### src/rtl/hexdump_pkg.sv
package hexdump_pkg;

   typedef enum logic [2:0] {
      PH_IDLE  = 3'd0,
      PH_LOAD  = 3'd1,
      PH_DIGIT = 3'd2,
      PH_SEP   = 3'd3,
      PH_CR    = 3'd4,
      PH_LF    = 3'd5
   } dump_phase_e;

   localparam logic [7:0] CHAR_CR = 8'h0D;
   localparam logic [7:0] CHAR_LF = 8'h0A;

endpackage

### src/rtl/hexdump_sequencer.sv
module hexdump_sequencer
   import hexdump_pkg::*;
#(
   parameter int NUM_VALUES = 32,
   parameter int DIGITS     = 4,
   localparam int IDX_W     = (NUM_VALUES > 1) ? $clog2(NUM_VALUES) : 1,
   localparam int DIG_W     = (DIGITS > 1) ? $clog2(DIGITS) : 1
) (
   input  logic             clk,
   input  logic             rst_n,
   input  logic             start_i,
   input  logic             fire_i,
   output dump_phase_e      phase_o,
   output logic [IDX_W-1:0] idx_o,
   output logic [DIG_W-1:0] dig_o,
   output logic             load_o,
   output logic             done_o
);

   localparam logic [IDX_W-1:0] LAST_IDX = IDX_W'(NUM_VALUES - 1);
   localparam logic [DIG_W-1:0] LAST_DIG = DIG_W'(DIGITS - 1);

   dump_phase_e      phase_q;
   logic [IDX_W-1:0] idx_q;
   logic [DIG_W-1:0] dig_q;
   logic             done_q;

   always_ff @(posedge clk) begin
      if (!rst_n) begin
         phase_q <= PH_IDLE;
         idx_q   <= '0;
         dig_q   <= '0;
         done_q  <= 1'b0;
      end else begin
         done_q <= 1'b0;
         case (phase_q)
            PH_IDLE: begin
               if (start_i) begin
                  phase_q <= PH_LOAD;
                  idx_q   <= '0;
               end
            end
            PH_LOAD: begin
               phase_q <= PH_DIGIT;
               dig_q   <= '0;
            end
            PH_DIGIT: begin
               if (fire_i) begin
                  if (dig_q == LAST_DIG) begin
                     phase_q <= (idx_q == LAST_IDX) ? PH_CR : PH_SEP;
                  end else begin
                     dig_q <= dig_q + DIG_W'(1);
                  end
               end
            end
            PH_SEP: begin
               if (fire_i) begin
                  idx_q   <= idx_q + IDX_W'(1);
                  phase_q <= PH_LOAD;
               end
            end
            PH_CR: begin
               if (fire_i) phase_q <= PH_LF;
            end
            PH_LF: begin
               if (fire_i) begin
                  phase_q <= PH_IDLE;
                  done_q  <= 1'b1;
               end
            end
            default: phase_q <= PH_IDLE;
         endcase
      end
   end

   assign phase_o = phase_q;
   assign idx_o   = idx_q;
   assign dig_o   = dig_q;
   assign load_o  = (phase_q == PH_LOAD);
   assign done_o  = done_q;

   // a start while mid-line with no handshake changes nothing
   assert_start_ignored_R7: assert property (@(posedge clk) disable iff (!rst_n)
      (phase_q != PH_IDLE && phase_q != PH_LOAD && start_i && !fire_i)
      |=> ($stable(phase_q) && $stable(idx_q)));

   // each accepted separator moves to the next counter index
   assert_index_ascends_R3: assert property (@(posedge clk) disable iff (!rst_n)
      (phase_q == PH_SEP && fire_i) |=> (idx_q == $past(idx_q) + IDX_W'(1)));

   // completion pulse lasts a single cycle
   assert_done_single_R6: assert property (@(posedge clk) disable iff (!rst_n)
      done_q |=> !done_q);

endmodule

### src/rtl/hexdump_value_reg.sv
module hexdump_value_reg #(
   parameter int VALUE_W = 16,
   localparam int DIGITS = VALUE_W / 4,
   localparam int DIG_W  = (DIGITS > 1) ? $clog2(DIGITS) : 1
) (
   input  logic               clk,
   input  logic               rst_n,
   input  logic               load_i,
   input  logic [VALUE_W-1:0] value_i,
   input  logic [DIG_W-1:0]   dig_i,
   output logic [3:0]         nib_o
);

   logic [VALUE_W-1:0] value_q;

   always_ff @(posedge clk) begin
      if (!rst_n)      value_q <= '0;
      else if (load_i) value_q <= value_i;
   end

   generate
      if (DIGITS == 1) begin : g_single
         assign nib_o = value_q[3:0];
      end else begin : g_multi
         logic [3:0]       nib_arr [DIGITS];
         logic [DIG_W-1:0] sel;
         for (genvar g = 0; g < DIGITS; g++) begin : g_split
            assign nib_arr[g] = value_q[4*g +: 4];
         end
         // digit 0 is the most significant nibble
         assign sel   = DIG_W'(DIGITS - 1) - dig_i;
         assign nib_o = nib_arr[sel];
      end
   endgenerate

endmodule

### src/rtl/hexdump_byte_mux.sv
module hexdump_byte_mux
   import hexdump_pkg::*;
#(
   parameter logic [7:0] SEP_CHAR  = 8'h5F,
   parameter bit         UPPERCASE = 1'b1
) (
   input  dump_phase_e phase_i,
   input  logic [3:0]  nib_i,
   output logic [7:0]  byte_o,
   output logic        valid_o
);

   logic [7:0] alpha_base;
   logic [7:0] hex_char;

   generate
      if (UPPERCASE) begin : g_upper
         assign alpha_base = 8'h41;
      end else begin : g_lower
         assign alpha_base = 8'h61;
      end
   endgenerate

   assign hex_char = (nib_i < 4'd10) ? (8'h30 + {4'h0, nib_i})
                                     : (alpha_base + {4'h0, nib_i} - 8'd10);

   always_comb begin
      byte_o  = 8'h00;
      valid_o = 1'b1;
      case (phase_i)
         PH_DIGIT: byte_o = hex_char;
         PH_SEP:   byte_o = SEP_CHAR;
         PH_CR:    byte_o = CHAR_CR;
         PH_LF:    byte_o = CHAR_LF;
         default:  valid_o = 1'b0;
      endcase
   end

endmodule

### src/rtl/hex_line_dumper.sv
module hex_line_dumper
   import hexdump_pkg::*;
#(
   parameter int         NUM_VALUES = 32,
   parameter int         VALUE_W    = 16,
   parameter logic [7:0] SEP_CHAR   = 8'h5F,
   parameter bit         UPPERCASE  = 1'b1,
   localparam int        DIGITS     = VALUE_W / 4,
   localparam int        IDX_W      = (NUM_VALUES > 1) ? $clog2(NUM_VALUES) : 1,
   localparam int        DIG_W      = (DIGITS > 1) ? $clog2(DIGITS) : 1
) (
   input  logic               clk,
   input  logic               rst_n,
   input  logic               start_i,
   output logic [IDX_W-1:0]   rd_addr_o,
   input  logic [VALUE_W-1:0] rd_data_i,
   output logic [7:0]         tx_byte_o,
   output logic               tx_valid_o,
   input  logic               tx_ready_i,
   output logic               busy_o,
   output logic               done_o
);

   generate
      if (VALUE_W < 4 || (VALUE_W % 4) != 0) begin : g_bad_width
         $error("VALUE_W must be a positive multiple of 4");
      end
      if (NUM_VALUES < 1) begin : g_bad_count
         $error("NUM_VALUES must be at least 1");
      end
   endgenerate

   dump_phase_e      phase;
   logic [DIG_W-1:0] dig;
   logic             load;
   logic             fire;
   logic [3:0]       nib;

   assign fire = tx_valid_o && tx_ready_i;

   hexdump_sequencer #(
      .NUM_VALUES (NUM_VALUES),
      .DIGITS     (DIGITS)
   ) i_seq (
      .clk     (clk),
      .rst_n   (rst_n),
      .start_i (start_i),
      .fire_i  (fire),
      .phase_o (phase),
      .idx_o   (rd_addr_o),
      .dig_o   (dig),
      .load_o  (load),
      .done_o  (done_o)
   );

   hexdump_value_reg #(
      .VALUE_W (VALUE_W)
   ) i_val (
      .clk     (clk),
      .rst_n   (rst_n),
      .load_i  (load),
      .value_i (rd_data_i),
      .dig_i   (dig),
      .nib_o   (nib)
   );

   hexdump_byte_mux #(
      .SEP_CHAR  (SEP_CHAR),
      .UPPERCASE (UPPERCASE)
   ) i_mux (
      .phase_i (phase),
      .nib_i   (nib),
      .byte_o  (tx_byte_o),
      .valid_o (tx_valid_o)
   );

   assign busy_o = (phase != PH_IDLE);

   // an offered byte is held until accepted
   assert_hold_until_ready_R5: assert property (@(posedge clk) disable iff (!rst_n)
      (tx_valid_o && !tx_ready_i) |=> (tx_valid_o && $stable(tx_byte_o)));

   // the completion pulse follows acceptance of the line feed
   assert_done_after_lf_R6: assert property (@(posedge clk) disable iff (!rst_n)
      done_o |-> $past(fire && tx_byte_o == CHAR_LF));

   // digit characters stay inside the hex alphabet
   assert_digit_charset_R4: assert property (@(posedge clk) disable iff (!rst_n)
      (tx_valid_o && phase == PH_DIGIT) |->
      ((tx_byte_o >= 8'h30 && tx_byte_o <= 8'h39) ||
       (UPPERCASE  && tx_byte_o >= 8'h41 && tx_byte_o <= 8'h46) ||
       (!UPPERCASE && tx_byte_o >= 8'h61 && tx_byte_o <= 8'h66)));

   // nothing is offered or pending while idle
   assert_idle_quiet_R1: assert property (@(posedge clk) disable iff (!rst_n)
      !busy_o |-> !tx_valid_o);

endmodule

### config.mk
export PLATFORM = sky130hd
export DESIGN_NAME = hex_line_dumper
export DESIGN_NICKNAME = d
export VERILOG_FILES = /design/src/rtl/hexdump_pkg.sv /design/src/rtl/hexdump_sequencer.sv /design/src/rtl/hexdump_value_reg.sv /design/src/rtl/hexdump_byte_mux.sv /design/src/rtl/hex_line_dumper.sv
export SDC_FILE = /design/constraint.sdc
export NUM_CORES = 1
export LEC_CHECK = 0
export BUFFER_PORTS_ARGS = -buffer_cell sky130_fd_sc_hd__buf_2
export CORE_ASPECT_RATIO = 0.8
export CORE_MARGIN = 2
export CORE_UTILIZATION = 56
export CTS_CLUSTER_SIZE = 10
export DETAILED_ROUTE_END_ITERATION = 12
export GPL_TIMING_DRIVEN = 0
export PLACE_DENSITY = 0.83
export SETUP_SLACK_MARGIN = 0.1
export SYNTH_ARGS = -nofsm -noshare
export SYNTH_HDL_FRONTEND = slang
export SYNTH_SLANG_ARGS = --single-unit
### constraint.sdc
create_clock -name clk -period 4.29 [get_ports clk]
set_input_delay 0.429 -clock clk [delete_from_list [all_inputs] [get_ports clk]]
set_output_delay 0.429 -clock clk [all_outputs]
set_load 0.05 [all_outputs]
==> results of run 1 <==
worst max-delay path: cells and delay by family, from the launching register on:
kind	cells	cell delay, ns
compound gates	2	0.19
fa+ha+maj	1	0.18
buf+inv	3	0.58
mux	1	0.60
simple gates	1	0.21
flops	1	0.36
where the power goes:
| group | switching (mW) | internal, mW |
|---|---|---|
| clock network | 0.0804 | 0.0359 |
| registers | 0.0155 | 0.276 |
| logic | 0.180 | 0.0924 |
flip-flops by register name, indices dropped and copies added (netlist names):
register / cells
i_seq.dig_o: 2
i_seq.done_o: 1
i_seq.idx_o: 5
i_seq.phase_o: 3
i_val.value_q: 16
cell type report:
class	instances	area, sq um	area share, %
Multi-Input combinational cell	127	871	50.3
Sequential cell	27	541	31.2
Timing Repair Buffer	34	170	9.83
Buffer	12	58.8	3.40
Tap cell	36	45.0	2.60
Clock buffer	3	22.5	1.30
Inverter	4	15.0	0.868
Clock inverter	1	7.51	0.434
worst min path at each step:
stage / slack (ns) / endpoint / depth (start not counted)
6_report: 0.31 / i_val.value_q[6]$_SDFFE_PN0P_ / 3
3_5_place_dp: 0.46 / i_val.value_q[4]$_SDFFE_PN0P_ / 2
3_3_place_gp: 0.45 / i_val.value_q[6]$_SDFFE_PN0P_ / 2
4_1_cts: 0.30 / i_val.value_q[4]$_SDFFE_PN0P_ / 3
2_1_floorplan: 0.44 / i_val.value_q[4]$_SDFFE_PN0P_ / 2
5_1_grt: 0.30 / i_val.value_q[6]$_SDFFE_PN0P_ / 3
through the flow:
| stage | hold slack [ns] | instance area (sq um) |
|---|---|---|
| after CTS | 0.302 | 1730 |
| after global routing | 0.305 | 1730 |
| final | 0.310 | 1730 |
| after global placement | 0.452 | 1700 |
| after detailed placement | 0.459 | 1700 |
| after floorplan | 0.440 | 1490 |
cells in the final DEF, fill, tap and decap left out, types with 4 or more instances in the layout:
master,n
o21ai_0,6
nand2_1,35
mux2i_1,4
mux4_2,4
clkbuf_1,8
buf_2,36
inv_1,4
a21boi_0,16
ha_1,4
a21oi_1,6
dfxtp_1,27
nor2_1,7
logic make-up (layout without fill, tap and decap cells):
| family | count (synthesis) | in the layout | share of synthesized area (%) |
|---|---|---|---|
| AO/OA/AOI/OAI | 45 | 45 | 21.6 |
| XOR/XNOR | 4 | 4 | 2.36 |
| adder cells (fa/ha/maj) | 4 | 4 | 3.37 |
| buffers and inverters | 16 | 54 | 4.97 |
| flip-flops | 27 | 27 | 36.4 |
| multiplexers | 9 | 9 | 9.52 |
| other | 1 | 1 | 0.252 |
| AND/OR/NAND/NOR | 64 | 64 | 21.6 |
routing by layer:
metal | GRT usage (%) | routed length (microns) | vias to the layer above | part of all wire [%]
met5 | 0 | 0 | - | 0
met4 | 12.4 | 106 | 0 | 3.2
met3 | 5.51 | 138 | 14 | 4.1
met2 | 41.4 | 1560 | 40 | 47
met1 | 31.5 | 1520 | 628 | 46
li1 | - | - | 669 | -
==> results.toml, run 1 <==
[run_status]
status = "complete, no violations"

[setup_path]
rr_worst_depth = 5
worstReg2RegStart = "i_seq.phase_o[1]$_SDFFE_PN0P_"
cp_slowest_cell = "mux4_2"
cp_max_fo = 6
critical-path-max-stage-delay_ns = 0.60
critPathKind = "reg -> out"
end_kind = "output pin"
worst_ep_arrival_time_ns = 2.46
path_cells = "buf_2 -> mux4_2 -> inv_1 -> ha_1 -> and4b_1 -> a21oi_1 -> o221ai_1 -> buf_2"
crit_top_cell = "buf_2"
ff2ff_setup_slack_ns = 2.47
cp-start-kind = "flip-flop"
critPathCapture = "tx_byte_o[2]"
worstPathRequired_ns = 3.86
r2r_end = "i_val.value_q[9]$_SDFFE_PN0P_"
crit_start = "i_seq.dig_o[0]$_SDFFE_PN0P_"

[cts]
h-tree-depth = 1
clock_latency_ns = 0.34
cts_made_buffers = 3
holdBufCountCts = 0
numClockSinks = 27
clk_pin_slew_ns = 0.15
post_cts_buffers = 0
clock-root-buffer = "clkbuf_4"
cts_resized = 0
clockBufferDepth = 2
cts_tree = "yes"

[sta]
final.setup.tns_ns = 0
setup_viol = 0
hold_viol_final = 0
rsz0062_at_grt = "false"
worst_slew_pin_slew_ns = 0.529
clock_skew_ns = 0.00513
maxSlewViolCount = 0
min_period_ns = 2.89
max-slew-margin-rel_pct = 64.3
period_share_pct = 67.3
fin_ws_ns = 1.40
fmax_mhz = 346

[grt]
grt_pass1_vias = 1364
grt_max_degree = 17
grt_usage_pct = 25.6
overflow = 0
antenna_found_initial = 0
grt_pass1_wl_microns = 5860

[floorplanning]
row_count = 16
die_w_microns = 61.6
die-area_sq_um = 3080
die_h_microns = 50.1
start_util_pct = 59.8
boundaryPins = 36
coreArea_sq_um = 2480

[min_path]
hold_class = "in -> reg"
hp-start = "rd_data_i[6]"

[detailed_routing]
routed_wl_microns = 3330
drtIter0Drc = 54
via_per_inst = 5.54
wl_per_cell_microns = 13.6
drt_first_pass_iters = 4
num_vias = 1351
ant_nets = 0
drc = 0

[logic_synthesis]
synth_seq_cells = 27
synth_edf_count = 0
syn_nets = 194
yosysTopAreaCell = "dfxtp_1"
yosysWarnings = 0
ys.flop_type = "dfxtp_1"
ys_seq_area_share_pct = 36.4
ys_top_cells_by_count = "nand2_1, dfxtp_1, a21boi_0"
syn_inst = 170
synthDistinctLibCells = 45
synth_top_area_share_pct = 36.4
yosysMostFrequentCell = "nand2_1"
synth_area_leaders = "dfxtp_1, nand2_1, a21boi_0"
syn-mean-instance-area_sq_um = 8.74
synth_area_sq_um = 1490
ys_async_sr_fraction_pct = 0

[placement]
place_ws_ns = 1.80
post-dp-hpwl_microns = 2580
port-buffer-count = 34
gp_congestion = 0.766
dp_cells = 240

[finish]
area_growth_pct = 16.5
finish.utilization_pct = 69.7
fin_nets = 233
drive_above_1_share_pct = 26.4
nFillCells = 206
fin_cells = 244
n_antenna_cell = 0

[pwr]
ir_drop_uv = 243
power_mw = 0.680
cellLeakagePower_nw = 0.735
powerDensity_nw_per_um2 = 393

[run]
cap_violations = 0
(Power assumes the default switching activity.)
==> run 2, diff against run 1 <==
- ABC_AREA: not set -> 1
- CORE_UTILIZATION: 56 -> 52
- PLACE_DENSITY: 0.83 -> 0.78
- clock period: 4.29 -> 2.7 ns (I/O delays scaled with it)
==> results.toml, run 2 <==
[run_status]
status = "complete, no violations"

[logic_synthesis]
ys_async_sr_fraction_pct = 0
syn_nets = 255
ys.flop_type = "dfxtp_1"
synth_seq_cells = 27
synth_area_sq_um = 1500
synth_edf_count = 0
ys_seq_area_share_pct = 36.1
yosysTopAreaCell = "dfxtp_1"
yosysWarnings = 0
syn_inst = 231
syn-mean-instance-area_sq_um = 6.48
yosysMostFrequentCell = "nand2_1"
synthDistinctLibCells = 26
ys_top_cells_by_count = "nand2_1, nor2_1, dfxtp_1"
synth_top_area_share_pct = 36.1
synth_area_leaders = "dfxtp_1, nand2_1, nor2_1"

[detailed_routing]
routed_wl_microns = 3300
num_vias = 1500
ant_nets = 0
drc = 0
drtIter0Drc = 75
via_per_inst = 4.89
drt_first_pass_iters = 4
wl_per_cell_microns = 10.7

[sta]
setup_viol = 0
fin_ws_ns = 0.281
maxSlewViolCount = 0
clock_skew_ns = 0.00501
hold_viol_final = 0
period_share_pct = 89.6
final.setup.tns_ns = 0
rsz0062_at_grt = "false"
fmax_mhz = 413
min_period_ns = 2.42

[cts]
numClockSinks = 27
clock-root-buffer = "clkbuf_4"
clockBufferDepth = 2
cts_made_buffers = 3
cts_resized = 0
post_cts_buffers = 0
h-tree-depth = 1
holdBufCountCts = 0
clk_pin_slew_ns = 0.14
clock_latency_ns = 0.33
cts_tree = "yes"

[finish]
fin_nets = 294
layout_common_cells = "nand2_1, nor2_1, buf_2"
final_common_cell = "nand2_1"
drive_above_1_share_pct = 21.6
largest_reg_flops = 16
n_antenna_cell = 0
area_growth_pct = 16.6
top_register = "i_val.value_q"

[setup_path]
critPathKind = "reg -> out"
rr_worst_depth = 6
cp_slowest_cell = "dfxtp_1"
critical_path_depth = 13
path_cells = "buf_4 -> inv_2 -> buf_6 -> nand2_1 -> o211ai_1 -> nand2_1 -> inv_1 -> ha_1 -> nand3b_1 -> nand4_1 -> nand2_1 -> nand2_1 -> buf_2"
cp-start-kind = "flip-flop"
critical_path.top_delay_family = "buffers and inverters"
critical-path-max-stage-delay_ns = 0.36
worst_ep_arrival_time_ns = 2.15
cp_max_fo = 10
path_buf_inv = 5
worstPathRequired_ns = 2.43
end_kind = "output pin"
crit_top_cell = "nand2_1"

[floorplanning]
die_w_microns = 64.0
coreArea_sq_um = 2740
row_count = 17
die_h_microns = 52.0
boundaryPins = 36
start_util_pct = 54.5
die-area_sq_um = 3330

[grt]
grt_usage_pct = 22.4
grt_pass1_vias = 1388
grt_max_degree = 16
overflow = 0
antenna_found_initial = 0
grt_pass1_wl_microns = 5820

[placement]
post-dp-hpwl_microns = 2650
port-buffer-count = 34
gp_congestion = 0.879
place_ws_ns = 0.648

[min_path]
hold_class = "in -> reg"
min_path_cells = 3

[pwr]
powerDensity_nw_per_um2 = 1210
cellLeakagePower_nw = 0.907
ir_drop_uv = 709
power_mw = 2.12

[run]
cap_violations = 0
## run 2: final timing paths
kind / from / to / slack, ns
worst max-delay path: i_seq.dig_o[0]$_SDFFE_PN0P_ / tx_byte_o[2] / 0.28
worst min-delay path: rd_data_i[8] / i_val.value_q[8]$_SDFFE_PN0P_ / 0.16
worst max register to register: i_seq.phase_o[0]$_SDFFE_PN0P_ / i_val.value_q[12]$_SDFFE_PN0P_ / 1.19
worst min register to register: i_val.value_q[11]$_SDFFE_PN0P_ / i_val.value_q[11]$_SDFFE_PN0P_ / 0.47
## run 2: cell type report
type / instances / area (sq um)
multi-input combinational: 171 / 815
sequential: 27 / 541
timing repair buffer: 34 / 173
clock buffer: 3 / 22.5
clock inverter: 1 / 5.00
tap: 38 / 47.5
fill: 268 / 1000
buffer: 8 / 47.5
inverter: 25 / 93.8
## run 2: logic make-up (layout without fill, tap and decap cells)
| family | after synthesis | count (layout) | synth area share, % |
|---|---|---|---|
| buf+inv | 33 | 71 | 9.45 |
| flops | 27 | 27 | 36.1 |
| other cells | 1 | 1 | 0.251 |
| compound gates | 37 | 37 | 13.5 |
| simple gates | 129 | 129 | 37.4 |
| fa+ha+maj | 4 | 4 | 3.34 |
## run 2: where the power goes
group	total (mW)	switching (mW)	internal, mW
clock	0.174	0.118	0.0556
sequential	0.614	0.0858	0.528
combinational	1.33	0.967	0.363
total	2.12	1.17	0.946
## run 2: layer usage
| metal | share of wire [%] | track usage, % |
|---|---|---|
| met1 | 51 | 30.4 |
| met2 | 44 | 36.8 |
| met3 | 4.2 | 4.98 |
| met4 | 0.61 | 4.71 |
| met5 | 0 | 0 |
## run 2: worst register-to-register path, delay by kind of cell (launching register included)
family	cells	cell delay (ns)
buffers and inverters	3	0.46
DFF	1	0.44
and+or+nand+nor	1	0.31
AOI/OAI and AO/OA	2	0.21
## run 2: metrics by stage
step | instances | hold WS (ns) | utilization [%] | cell area (sq um)
floorplan | 231 | 0.405 | - | 1500
global placement | 303 | 0.444 | 62.5 | 1710
detailed placement | 303 | 0.450 | 62.5 | 1710
CTS | 307 | 0.154 | 63.5 | 1740
global route | 307 | 0.155 | 63.6 | 1740
finish | 307 | 0.158 | 63.6 | 1740
